===== src/rtl/wsafe_pkg.sv =====
// Shared types for the write-safety fault monitor.
package wsafe_pkg;
    typedef enum logic [2:0] {
        MODE_SLEEP = 3'd0,
        MODE_IDLE  = 3'd1,
        MODE_READ  = 3'd2,
        MODE_WRITE = 3'd3,
        MODE_BANK  = 3'd4
    } wsafe_mode_e;
endpackage


===== src/rtl/wsafe_mode_ctl.sv =====
// Operating-mode register.
// Sleep has priority over idle, and idle over read/write. Bank-write is
// entered only from read when force_sel is high and rd_wr_n goes low.
// Assumes the control inputs are synchronous to clk.
module wsafe_mode_ctl
    import wsafe_pkg::*;
(
    input  logic        clk,
    input  logic        rst_n,
    input  logic        sleep_n,
    input  logic        idle_n,
    input  logic        rd_wr_n,
    input  logic        force_sel,
    output wsafe_mode_e mode_q
);
    wsafe_mode_e mode_d;

    // Next-mode decode from the controls and the current mode.
    always_comb begin
        if (!sleep_n)
            mode_d = MODE_SLEEP;
        else if (!idle_n)
            mode_d = MODE_IDLE;
        else if (mode_q == MODE_BANK)
            mode_d = rd_wr_n ? MODE_READ : MODE_BANK;
        else if (!rd_wr_n)
            mode_d = (mode_q == MODE_READ && force_sel) ? MODE_BANK : MODE_WRITE;
        else
            mode_d = MODE_READ;
    end

    // Mode state register.
    always_ff @(posedge clk) begin
        if (!rst_n)
            mode_q <= MODE_SLEEP;
        else
            mode_q <= mode_d;
    end
endmodule


===== src/rtl/wsafe_wd_activity.sv =====
// Write-data activity checker.
// A counter restarts on each level change of wdata and saturates at its
// maximum. slow_o is set while the count exceeds limit. Outside the
// active window the counter is held at zero and the last level is tracked,
// so entering write mode never sees a false edge.
module wsafe_wd_activity #(
    parameter int CNT_W = 8
) (
    input  logic             clk,
    input  logic             rst_n,
    input  logic             active,
    input  logic             wdata,
    input  logic [CNT_W-1:0] limit,
    output logic             slow_o
);
    localparam logic [CNT_W-1:0] CNT_MAX = {CNT_W{1'b1}};

    logic             wd_prev;
    logic [CNT_W-1:0] gap_cnt;
    logic             wd_edge;

    // A level change relative to the previous sample.
    assign wd_edge = (wdata != wd_prev);

    // Previous-level tracker.
    always_ff @(posedge clk) begin
        if (!rst_n)
            wd_prev <= 1'b0;
        else
            wd_prev <= wdata;
    end

    // Gap counter: restart on edge, saturate otherwise.
    always_ff @(posedge clk) begin
        if (!rst_n || !active)
            gap_cnt <= '0;
        else if (wd_edge)
            gap_cnt <= '0;
        else if (gap_cnt != CNT_MAX)
            gap_cnt <= gap_cnt + 1'b1;
    end

    // Slow-data flag.
    assign slow_o = active && (gap_cnt > limit);
endmodule


===== src/rtl/wsafe_blank_timer.sv =====
// Blanking timer after entry into write mode.
// armed_o goes high once BLANK_CYC cycles of continuous activity have
// passed, and drops as soon as active falls. Assumes BLANK_CYC >= 1.
module wsafe_blank_timer #(
    parameter int BLANK_CYC = 30
) (
    input  logic clk,
    input  logic rst_n,
    input  logic active,
    output logic armed_o
);
    localparam int BW = $clog2(BLANK_CYC + 1);
    localparam logic [BW-1:0] LAST = BW'(BLANK_CYC);

    logic [BW-1:0] blank_cnt;

    // Count up to the blanking length while active, clear otherwise.
    always_ff @(posedge clk) begin
        if (!rst_n || !active)
            blank_cnt <= '0;
        else if (blank_cnt != LAST)
            blank_cnt <= blank_cnt + 1'b1;
    end

    assign armed_o = active && (blank_cnt == LAST);
endmodule


===== src/rtl/wsafe_fault_out.sv =====
// Fault output stage.
// Picks the fault sources for the current mode and applies the
// mode-dependent polarity: write fault = 1, read fault = 0, and quiet
// level 0 in sleep, idle and bank-write. Also decides when the shared
// pin may carry head voltage. Both outputs are registered.
module wsafe_fault_out
    import wsafe_pkg::*;
(
    input  logic        clk,
    input  logic        rst_n,
    input  wsafe_mode_e mode,
    input  logic        armed,
    input  logic        wr_open,
    input  logic        wr_short,
    input  logic        low_supply,
    input  logic        wd_slow,
    input  logic        rd_open,
    input  logic        rd_short,
    input  logic        en_open,
    input  logic        en_short,
    input  logic        en_hv,
    output logic        fault_o,
    output logic        hv_o
);
    logic wr_hit;
    logic rd_hit;
    logic fault_d;
    logic hv_d;

    // Merge fault sources for each mode.
    always_comb begin
        wr_hit = armed && (wr_open || wr_short || low_supply || wd_slow);
        rd_hit = (rd_open && en_open) || (rd_short && en_short);
        unique case (mode)
            MODE_WRITE: fault_d = wr_hit;
            MODE_READ:  fault_d = !rd_hit;
            default:    fault_d = 1'b0;
        endcase
        hv_d = (mode == MODE_READ) && en_hv && !en_open && !en_short;
    end

    // Output registers.
    always_ff @(posedge clk) begin
        if (!rst_n) begin
            fault_o <= 1'b0;
            hv_o    <= 1'b0;
        end else begin
            fault_o <= fault_d;
            hv_o    <= hv_d;
        end
    end
endmodule


===== src/rtl/wsafe_fault_mon.sv =====
// Write-safety fault monitor, top level.
// Chains the mode register, the write-data activity checker, the
// write-entry blanking timer and the output stage. All inputs are
// assumed synchronous to clk. Comparators arrive as digital flags.
module wsafe_fault_mon
    import wsafe_pkg::*;
#(
    parameter int CNT_W     = 8,
    parameter int BLANK_CYC = 30
) (
    input  logic             clk,
    input  logic             rst_n,
    input  logic             sleep_n,
    input  logic             idle_n,
    input  logic             rd_wr_n,
    input  logic             force_sel,
    input  logic             wdata,
    input  logic [CNT_W-1:0] wd_limit,
    input  logic             cmp_wr_open,
    input  logic             cmp_wr_short,
    input  logic             cmp_low_supply,
    input  logic             cmp_rd_open,
    input  logic             cmp_rd_short,
    input  logic             en_rd_open,
    input  logic             en_rd_short,
    input  logic             en_hv_test,
    output logic             fault_o,
    output logic             hv_test_o,
    output logic [2:0]       mode_o
);
    wsafe_mode_e mode_q;
    logic        wr_active;
    logic        wd_slow;
    logic        armed;

    assign wr_active = (mode_q == MODE_WRITE);
    assign mode_o    = mode_q;

    wsafe_mode_ctl u_mode (
        .clk       (clk),
        .rst_n     (rst_n),
        .sleep_n   (sleep_n),
        .idle_n    (idle_n),
        .rd_wr_n   (rd_wr_n),
        .force_sel (force_sel),
        .mode_q    (mode_q)
    );

    wsafe_wd_activity #(.CNT_W(CNT_W)) u_wd (
        .clk    (clk),
        .rst_n  (rst_n),
        .active (wr_active),
        .wdata  (wdata),
        .limit  (wd_limit),
        .slow_o (wd_slow)
    );

    wsafe_blank_timer #(.BLANK_CYC(BLANK_CYC)) u_blank (
        .clk     (clk),
        .rst_n   (rst_n),
        .active  (wr_active),
        .armed_o (armed)
    );

    wsafe_fault_out u_out (
        .clk        (clk),
        .rst_n      (rst_n),
        .mode       (mode_q),
        .armed      (armed),
        .wr_open    (cmp_wr_open),
        .wr_short   (cmp_wr_short),
        .low_supply (cmp_low_supply),
        .wd_slow    (wd_slow),
        .rd_open    (cmp_rd_open),
        .rd_short   (cmp_rd_short),
        .en_open    (en_rd_open),
        .en_short   (en_rd_short),
        .en_hv      (en_hv_test),
        .fault_o    (fault_o),
        .hv_o       (hv_test_o)
    );
endmodule


===== config.mk =====
export PLATFORM = sky130hd
export DESIGN_NAME = wsafe_fault_mon
export DESIGN_NICKNAME = d
export VERILOG_FILES = /design/src/rtl/wsafe_pkg.sv /design/src/rtl/wsafe_mode_ctl.sv /design/src/rtl/wsafe_wd_activity.sv /design/src/rtl/wsafe_blank_timer.sv /design/src/rtl/wsafe_fault_out.sv /design/src/rtl/wsafe_fault_mon.sv
export SDC_FILE = /design/constraint.sdc
export NUM_CORES = 1
export LEC_CHECK = 0
export ABC_AREA = 0
export BUFFER_PORTS_ARGS = -buffer_cell sky130_fd_sc_hd__buf_2
export CAP_MARGIN = 20
export CORE_ASPECT_RATIO = 1.25
export CORE_MARGIN = 3
export CORE_UTILIZATION = 35
export CTS_CLUSTER_SIZE = 20
export DETAILED_ROUTE_END_ITERATION = 8
export GPL_TIMING_DRIVEN = 0
export SETUP_SLACK_MARGIN = 0.1
export SLEW_MARGIN = 30
export SYNTH_ARGS = -nofsm -noshare
export SYNTH_HDL_FRONTEND = slang
export SYNTH_SLANG_ARGS = --single-unit

===== constraint.sdc =====
create_clock -name clk -period 2.77 [get_ports clk]
set_clock_uncertainty 0.15 [all_clocks]
set_input_delay 0.1385 -clock clk [delete_from_list [all_inputs] [get_ports clk]]
set_output_delay 0.1385 -clock clk [all_outputs]
set_load 0.005 [all_outputs]

==> metrics.md <==
| Metric | Value |
|---|---|
| Overall global routing resource usage | `13.6%` |
| DIE AREA | `0.00376 mm^2` |
| Critical path, cell by cell | `and3b_1 -> o21ai_0 -> nand2b_1 -> a21oi_1 -> dlygate4sd3_1` |
| Worst vdd ir | `0.181 mV` |
| Total CTS buffers | `3` |
| Slowest stage delay, CP | `0.55 ns` |
| Vias in the first global route | `938` |
| Final #Nets | `199` |
| I/O pins | `28` |
| Post-DP HPWL | `around 1800 um` |
| Seq/Total Area, Yosys | `35.6%` |
| Cells after Synth | `123` |
| Setup ws final | `~0.9 ns` |
| Post-synth top cells | `19 x dfxtp_1, 11 x ha_1, 11 x inv_1` |
| Non-filler cells in the finished layout | `198` |
| Layout cell share with drive strength beyond 1 | `a little under a quarter` |
| Critical-path maximum fanout | `4` |
| Worst-margin pin slew | `0.402 ns` |
| Post-DRT Antenna Nets | `0` |
| Critical path launch point type | `flip-flop` |
| Post-synth EDFFs | `0` |
| Wire per inst | `11.6 um` |
| Count of final hold-check violations | `0` |
| Slew headroom | `approximately three quarters` |
| Reg2reg setup slack | `0.93 ns` |
| Vias per cell | `approximately 5` |
| Top-count cell post-synth | `dfxtp_1` |
| Fin crit period | `between 1.5 and 2 ns` |
| First-pass GRT wire length | `~4000 um` |
| Ys flop type | `dfxtp_1` |
| Fin crit share | `66.6%` |
| Critical path's slowest cell | `dlygate4sd3_1` |
| Clock Pin Slew Worst Setup and Hold Paths | `0.11 ns` |
| Final slew viol count | `0` |
| Leakage | `0.605 nW` |
| Largest net degree at the start of global routing | `11` |
| WP data required | `2.86 ns` |
| Post-synthesis cell area | `0.00107 mm^2` |
| ANT cells | `0` |
| Internal power | `around 0.36 mW` |
| Final TNS setup | `0 ns` |
| Clock latency on the worst-skew pair | `approximately 0.29 ns` |
| DRC Markers | `0` |
| Hold Crit Class | `input pin to flip-flop` |
| H-tree levels | `1` |
| Combinational power share | `10.8%` |
| PortBufs | `27` |
| CTS tree | `done` |
| Crit path max-delay family | `buffers and inverters` |
| Post-Place Setup Slack | `1.04 ns` |
| Sequential Power Share | `approximately three fifths` |
| Root buffer cell | `clkbuf_4` |
| Final WL | `about 2300 um` |
| Leading area contributor after synthesis | `dfxtp_1` |
| Clock sinks | `19` |
| NetSw | `0.105 mW` |
| Initial core utilization | `roughly two fifths` |
| Die width | `55.5 um` |
| Status | `finished, final reports clean` |
| DRT iter0 DRCs | `33` |
| Kind of end point of the critical path | `flip-flop` |
| Crit path DAT | `roughly 1.9 ns` |
| RSZ-0062 raised after global routing | `false` |
| WS Path Type | `flip-flop to flip-flop` |
| Post-Syn Area per Cell | `8.70 um^2` |
| Max-cap violation count | `0` |
| Syn. warnings | `0` |
| Die height | `67.8 um` |
| #FFs+latches synth | `19` |
| Final GP Congestion | `between 0.7 and 0.8` |
| Layout area overhead | `28.4%` |
| Total gr overflow | `0` |
| Area share of the largest cell type after synthesis | `35.6%` |
| Cell Pwr Density | `about 340 mW/mm^2` |
| # rows | `21` |
| Post-synth ARST share | `0%` |
| Placed insts | `184` |
| # fillers | `274` |
| Achievable Freq | `542 MHz` |
| Distinct cells, synth | `34` |
| Final setup viols | `0` |
| Switching Fraction | `22.6%` |
| CP Buf/Inv Count | `1` |
| Clock tree buffer depth | `2` |
| Total number of vias | `~1000` |
| TritonRoute pass-1 iters | `4` |
| Post-Syn Nets | `157` |
| Initial antenna violation count | `0` |
| Synth area leaders | `dfxtp_1 36%, ha_1 13%, a21oi_1 4.2%, inv_1 3.9%, nor2_1 3.5%` |
| Core area | `0.00281 mm^2` |
| Clock share of power | `29.7%` |
[layer usage]
metal  wire length [um]  GRT usage (%)  vias up
met2               1250           25.9       12
met1                951           15.4      460
met5                  0              0        -
met3                 65           1.89        2
li1                   -              -      524
met4                 21           5.47        0
[worst reg2reg max path, cell delays in order (launching register included)]
cell and delay, ns:
dfxtp_1 0.37, and3b_1 0.18, o21ai_0 0.30, nand2b_1 0.10, a21oi_1 0.14, dlygate4sd3_1 0.55
[kinds of logic (layout without fill, tap and decap cells)]
family,Yosys count,count (layout),synth area share [%]
muxes,1,1,0.936
adders and majority gates,11,11,12.9
xor gates and xnor gates,6,6,4.91
DFF,19,19,35.6
buffers and inverters,11,52,3.86
AOI/OAI and AO/OA,26,26,15.4
and+or+nand+nor,49,49,26.4
[power by group through the flow]
stage               Combinational (mW)  Sequential, mW  Clock, mW
finish                          0.0502           0.278      0.139
global route                    0.0576           0.279      0.158
CTS                             0.0501           0.278      0.142
detailed placement              0.0411           0.284          0
global placement                0.0392           0.284          0
floorplan                       0.0186           0.284          0
[repair_timing]
item,4_1_cts,5_1_grt
gates resized for setup,0,0
hold endpoints to repair,6,0
setup buffers,0,0
hold buffers,10,0
[final timing paths]
check | from | end | cells past startpoint
worst max-delay path | u_mode.mode_q[2] | u_mode.mode_q[0] | 5
worst min-delay path | cmp_rd_short | u_out.fault_o | 4
worst min register to register | u_wd.gap_cnt[7] | u_wd.gap_cnt[6] | 2
worst max register to register | u_mode.mode_q[2] | u_mode.mode_q[0] | 5
[sequential cells by signal, indices dropped and copies added, names as in the netlist]
| name | flops |
|---|---|
| u_wd.gap_cnt | 8 |
| u_blank.blank_cnt | 5 |
| u_mode.mode_q | 3 |
| u_out.fault_o | 1 |
| u_out.hv_o | 1 |
| u_wd.wd_prev | 1 |
[per-stage QoR]
step	power, mW	instance area [um^2]	hold slack [ns]	util (%)
after floorplan	0.303	1070	0.0645	-
after global placement	0.323	1250	0.169	44.4
after detailed placement	0.325	1250	0.170	44.4
after CTS	0.471	1370	0.0855	48.9
after global routing	0.495	1370	0.118	48.9
final	0.467	1370	0.0905	48.9
[cell type report]
type / instances / area, um^2 / area share (%)
well taps: 34 / 42.5 / 3.10
flip-flops and latches: 19 / 380 / 27.7
repair buffers: 37 / 235 / 17.1
inverters: 11 / 41.3 / 3.01
clock buffers: 4 / 26.3 / 1.91
multi-input cells: 93 / 648 / 47.2
[layout by cell type (no fill, tap or decap), types with 2 or more instances in the layout]
cell,count
buf_2,27
o31ai_1,2
nand2_1,8
nand2b_1,2
o21ai_0,5
nor2b_1,2
nor3_1,3
dfxtp_1,19
and2_1,3
nor4_1,2
dlygate4sd3_1,10
nor2_1,10
ha_1,11
nand3_1,5
a211oi_1,2
a21oi_1,9
a31oi_1,3
or3_1,3
clkbuf_4,3
xor2_1,2
nand4_1,3
inv_1,11
xnor2_1,4
Note: power is estimated with default switching activity, not from simulation.
